===== src/rtl/pix_unpack_pkg.sv =====
package pix_unpack_pkg;

  // Channel select word layout
  localparam int SEL_W    = 32;
  localparam int OFF_LSB  = 0;
  localparam int OFF_W    = 5;
  localparam int LEN_LSB  = 8;
  localparam int LEN_W    = 4;
  localparam int DFLT_LSB = 16;
  localparam int DFLT_W   = 8;

  // Format setting layout
  localparam int FMT_W    = 8;
  localparam int BPP_LSB  = 3;
  localparam int BPP_W    = 2;

  typedef struct packed {
    logic [DFLT_W-1:0] dflt;
    logic [LEN_W-1:0]  len;
    logic [OFF_W-1:0]  off;
  } chan_sel_t;

  function automatic chan_sel_t decode_sel(input logic [SEL_W-1:0] w);
    chan_sel_t s;
    s.off  = w[OFF_LSB  +: OFF_W];
    s.len  = w[LEN_LSB  +: LEN_W];
    s.dflt = w[DFLT_LSB +: DFLT_W];
    return s;
  endfunction

endpackage


===== src/rtl/pix_unpack_bytemask.sv =====
module pix_unpack_bytemask #(
  parameter int WORD_W = 32,
  localparam int NBYTES = WORD_W / 8,
  localparam int BIDX_W = $clog2(NBYTES)
) (
  input  logic [WORD_W-1:0] word,
  input  logic [BIDX_W-1:0] bpp_m1,
  output logic [WORD_W-1:0] masked
);

  // Keep byte b only when b is below the configured byte count
  for (genvar b = 0; b < NBYTES; b++) begin : g_byte
    assign masked[b*8 +: 8] = (BIDX_W'(b) <= bpp_m1) ? word[b*8 +: 8] : 8'h00;
  end

endmodule


===== src/rtl/pix_unpack_chan.sv =====
module pix_unpack_chan
  import pix_unpack_pkg::*;
#(
  parameter int WORD_W = 32,
  parameter int CH_W   = 8
) (
  input  logic [WORD_W-1:0] word,
  input  chan_sel_t         sel,
  input  logic              force_dflt,
  output logic [CH_W-1:0]   val
);

  logic [WORD_W-1:0] shifted;
  logic [WORD_W-1:0] field;
  logic [CH_W-1:0]   long_v;
  logic [CH_W-1:0]   rep_v;
  logic [OFF_W-1:0]  j;

  // Bits shifted in from above the word are zero
  assign shifted = word >> sel.off;
  assign field   = shifted & ~({WORD_W{1'b1}} << sel.len);
  assign long_v  = CH_W'(field >> (sel.len - LEN_W'(CH_W)));

  // Short fields: walk the field top-down and wrap to fill the channel
  always_comb begin
    rep_v = '0;
    j = OFF_W'(sel.len) - OFF_W'(1);
    for (int i = CH_W - 1; i >= 0; i--) begin
      rep_v[i] = field[j];
      if (j == '0) j = OFF_W'(sel.len) - OFF_W'(1);
      else         j = j - OFF_W'(1);
    end
  end

  always_comb begin
    if (force_dflt || sel.len == '0)      val = sel.dflt;
    else if (sel.len >= LEN_W'(CH_W))     val = long_v;
    else                                  val = rep_v;
  end

endmodule


===== src/rtl/pix_unpack.sv =====
module pix_unpack
  import pix_unpack_pkg::*;
#(
  parameter int WORD_W = 32,
  parameter int CH_W   = 8,
  parameter int NCH    = 3
) (
  input  logic              clk,
  input  logic              rst,
  input  logic [FMT_W-1:0]  pix_fmt,
  input  logic [SEL_W-1:0]  red_sel,
  input  logic [SEL_W-1:0]  grn_sel,
  input  logic [SEL_W-1:0]  blu_sel,
  input  logic              in_valid,
  input  logic [WORD_W-1:0] in_word,
  input  logic              in_active,
  input  logic              in_underrun,
  output logic              out_valid,
  output logic [CH_W-1:0]   out_r,
  output logic [CH_W-1:0]   out_g,
  output logic [CH_W-1:0]   out_b
);

  localparam int NBYTES = WORD_W / 8;
  localparam int BIDX_W = $clog2(NBYTES);

  logic [WORD_W-1:0]           masked;
  logic [NCH-1:0][SEL_W-1:0]   sel_w;
  logic [NCH-1:0][CH_W-1:0]    ch_val;
  logic                        force_dflt;
  logic                        unused_fmt_bits;

  assign unused_fmt_bits = ^{pix_fmt[FMT_W-1:BPP_LSB+BPP_W], pix_fmt[BPP_LSB-1:0]};
  assign sel_w      = {red_sel, grn_sel, blu_sel};
  assign force_dflt = !in_active || in_underrun;

  pix_unpack_bytemask #(.WORD_W(WORD_W)) u_mask (
    .word   (in_word),
    .bpp_m1 (BIDX_W'(pix_fmt[BPP_LSB +: BPP_W])),
    .masked (masked)
  );

  for (genvar c = 0; c < NCH; c++) begin : g_chan
    logic unused_sel_bits;
    assign unused_sel_bits = ^{sel_w[c][SEL_W-1:DFLT_LSB+DFLT_W],
                               sel_w[c][DFLT_LSB-1:LEN_LSB+LEN_W],
                               sel_w[c][LEN_LSB-1:OFF_LSB+OFF_W]};
    pix_unpack_chan #(.WORD_W(WORD_W), .CH_W(CH_W)) u_chan (
      .word       (masked),
      .sel        (decode_sel(sel_w[c])),
      .force_dflt (force_dflt),
      .val        (ch_val[c])
    );
  end

  always_ff @(posedge clk) begin
    if (rst) begin
      out_valid <= 1'b0;
      out_r     <= '0;
      out_g     <= '0;
      out_b     <= '0;
    end else begin
      out_valid <= in_valid;
      if (in_valid) begin
        out_r <= ch_val[2];
        out_g <= ch_val[1];
        out_b <= ch_val[0];
      end
    end
  end

endmodule


===== config.mk =====
export PLATFORM = sky130hd
export DESIGN_NAME = pix_unpack
export DESIGN_NICKNAME = d
export VERILOG_FILES = /design/src/rtl/pix_unpack_pkg.sv /design/src/rtl/pix_unpack_bytemask.sv /design/src/rtl/pix_unpack_chan.sv /design/src/rtl/pix_unpack.sv
export SDC_FILE = /design/constraint.sdc
export NUM_CORES = 1
export LEC_CHECK = 0
export ABC_AREA = 1
export BUFFER_PORTS_ARGS = -buffer_cell sky130_fd_sc_hd__clkbuf_2
export CAP_MARGIN = 20
export CORE_MARGIN = 2
export CORE_UTILIZATION = 30
export CTS_BUF_LIST = sky130_fd_sc_hd__clkbuf_8
export CTS_CLUSTER_SIZE = 20
export DETAILED_ROUTE_END_ITERATION = 6
export GPL_TIMING_DRIVEN = 0
export SETUP_SLACK_MARGIN = 0.15
export SYNTH_ARGS = -nofsm -noshare
export SYNTH_HDL_FRONTEND = slang
export SYNTH_SLANG_ARGS = --single-unit

===== constraint.sdc =====
create_clock -name clk -period 8.39 [get_ports clk]
set_input_delay 0.4195 -clock clk [delete_from_list [all_inputs] [get_ports clk]]
set_output_delay 0.4195 -clock clk [all_outputs]
set_load 0.005 [all_outputs]

==> impl_metrics.py <==
metrics = {
    "global_routing": {
        "grt_max_degree": 15,
        "grt_pass1_vias": 16400,
        "grt_usage_pct": 23.2,
        "antenna_found_initial": 1,
        "grt_overflow": 0,
        "grt_pass1_wl_um": 88500,
    },
    "clock_network": {
        "cts_resized": 0,
        "cts-root-buf": "clkbuf_8",
        "clock_path_buffers": 2,
        "h-tree-depth": 1,
        "clk-insertion-delay-late_ns": 0.32,
        "cts_setup_buffers": 0,
        "cts_sinks": 25,
        "cts_tree": "done",
        "cts.clk_slew.worst_paths_ns": 0.11,
        "cts_hold_buf": 0,
        "cts_made_buffers": 3,
    },
    "sta": {
        "finalCritPeriodShare_pct": 89.6,
        "final_hold_viol_count": 0,
        "rsz0062_at_grt": "false",
        "relSlewSlack_pct": 28.2,
        "max_freq_mhz": 133,
        "finalSetupTns_ns": 0,
        "drv_slew": 0,
        "min_period_ns": 7.52,
        "fin_worst_skew_ns": 0,
        "setup_viol": 0,
        "worst_hold_slack_ns": 0.387,
        "worst_pin_slew_ns": 1.07,
    },
    "synth": {
        "synth_fa_ha_area_share_pct": 2.80,
        "synth_enable_flop_cells": 0,
        "synth_xor_area_share_pct": 0.784,
        "synthMuxAreaShare_pct": 1.57,
        "synth_top_family_by_area": "simple AND/OR/NAND/NOR gates",
        "synth.most_common_cell": "nand2_1",
        "yosysTopAreaCellShare_pct": 20.6,
        "synth_top_area_cell": "nand2_1",
        "yosysWarnings": 0,
        "ys_types": 63,
        "ys_ff_latch": 25,
        "synthTopCellsByCount": "734 x nand2_1, 404 x o21ai_0, 231 x nand3_1, 203 x inv_1, 159 x a21oi_1",
        "synthSimpleGateAreaFrac_pct": 45.1,
        "syn-num-nets": 2734,
        "async_flop_share_pct": 0,
        "syn_inst": 2563,
        "synthesis.area_um2": 13400,
        "synth_compound_area_share_pct": 34.1,
        "seq_area_frac_synth_pct": 3.73,
        "syn_avg_cell_area_um2": 5.23,
        "synth.top_cells.by_area": "nand2_1 21%, o21ai_0 15%, nand3_1 8.6%",
        "synth_ff_type": "dfxtp_1",
    },
    "cells_and_area": {
        "fillers": 5177,
        "nNetsFinal": 2843,
        "finish.instance_area_um2": 14700,
        "area_delta_synth_final_pct": 9.83,
        "drive_gt1_share_pct": 12.4,
    },
    "detailed_routing": {
        "wl_per_cell_um": 17.3,
        "vias": 18200,
        "drt_iter0_markers": 2371,
        "drc": 0,
        "drtAntennaViolNets": 0,
        "first_pass_iters": 6,
        "viasPerCell": 5.59,
        "wl_um": 56500,
    },
    "floorplanning": {
        "rows": 77,
        "die_h_um": 215,
        "die_w_um": 215,
        "coreArea_um2": 44100,
        "start_util_pct": 30.4,
        "io_pins": 166,
        "die_area_um2": 46400,
    },
    "power": {
        "p_per_area_nw_per_um2": 142,
        "ir_drop_v": 0.0000729,
        "p_leak_uw": 0.00662,
        "totalPowerFinal_uw": 2090,
    },
    "setup_path": {
        "endpoint_kind": "register",
        "slowest_stage": "clkbuf_1",
        "required_ns": 8.57,
        "crit_arrival_ns": 7.70,
        "crit_path_start_kind": "input pin",
        "regToRegSetupSlack_ns": 7.66,
        "crit_type": "in2reg",
        "crit_path_start": "red_sel[8]",
        "r2r_start": "out_g[7]",
        "worstPathMaxFanout": 10,
        "cpPeakStageDelay_ns": 0.40,
        "crit_top_cell": "nand2_1",
        "r2r_cells": 2,
        "critPathCapture": "out_r[0]",
        "reg2reg_to": "out_g[7]",
    },
    "place": {
        "portBuffers": 103,
        "place_congestion": 1.00,
        "place_area_um2": 14700,
        "place_hpwl_um": 44400,
    },
    "min_path": {
        "worstHoldStart": "red_sel[23]",
        "hold_class": "in2reg",
    },
    "run": {
        "cap_viol_max_count": 0,
    },
    "status": {
        "status": "finished clean",
    },
}
-- metal layers --
metal,up-vias,track usage (%),share of wire (%)
li1,9052,-,-
met1,8160,31.3,44
met2,880,37.7,44
met3,153,2.73,8.3
met4,0,9.22,3.9
met5,-,0,0
-- power breakdown --
group          total, uW  switching, uW  internal [uW]
Clock               92.1           58.2           33.9
Sequential           133           4.96            128
Combinational       1860           1270            595
-- through the flow --
step	util (%)	instances	setup WS (ns)
2_1_floorplan	-	2563	2.17
3_3_place_gp	33.2	3258	0.471
3_5_place_dp	33.2	3258	0.449
4_1_cts	33.3	3262	0.785
5_1_grt	33.4	3263	0.202
6_report	33.4	3265	0.872
-- layout by cell type, fill, tap and decap left out, types with 9 or more instances in the layout --
cell type,count
buf_1,10
nor2_1,124
inv_1,203
clkinv_1,10
nand3_2,14
dfxtp_1,25
a31oi_1,21
xor2_1,9
o311ai_0,10
o22ai_1,9
o211ai_1,93
clkbuf_1,102
o2111ai_1,15
nor2_4,21
a21oi_1,159
nor2_2,13
ha_1,30
nand2_2,61
nand4_1,49
nand3_1,231
mux2i_1,21
clkbuf_2,105
o21ai_0,404
nor3_1,9
o21ai_2,9
nand2_1,734
o21ai_1,14
nand2_4,12
buf_2,13
inv_2,32
-- registers in the layout, indices dropped and copies added (netlist names) --
name	count
out_r	8
out_g	8
out_valid	1
out_b	8
-- cell type report --
type | instances | area, um^2 | share of cell area, %
antenna | 2 | 5.00 | 0.0340
buffer | 145 | 659 | 4.48
clock buffer | 3 | 41.3 | 0.280
clock inverter | 1 | 5.00 | 0.0340
inverter | 248 | 938 | 6.37
multi-input combinational | 2145 | 11300 | 76.8
sequential | 25 | 500 | 3.40
tap | 592 | 741 | 5.03
timing repair buffer | 104 | 523 | 3.55
-- cell families (layout without fill, tap and decap cells) --
kind of cell,after synthesis,after routing
AOI/OAI and AO/OA,791,791
xor gates and xnor gates,12,12
adders and majority gates,30,30
buffers and inverters,393,501
DFF,25,25
muxes,21,21
other,0,2
and+or+nand+nor,1291,1291
-- worst max-delay path: cells and delay by family --
kind	cells	cell delay, ns
buf+inv	13	2.52
simple gates	28	3.23
compound gates	3	0.60
fa+ha+maj	4	0.89
-- how the worst min path moves through the flow --
stage                     cells after the start        to
after floorplan                               2  out_b[1]
after global placement                        2  out_b[5]
after detailed placement                      2  out_b[5]
after CTS                                     3  out_r[7]
after global routing                          3  out_b[2]
final                                         3  out_r[7]
Power figures use the tool's default switching activity.
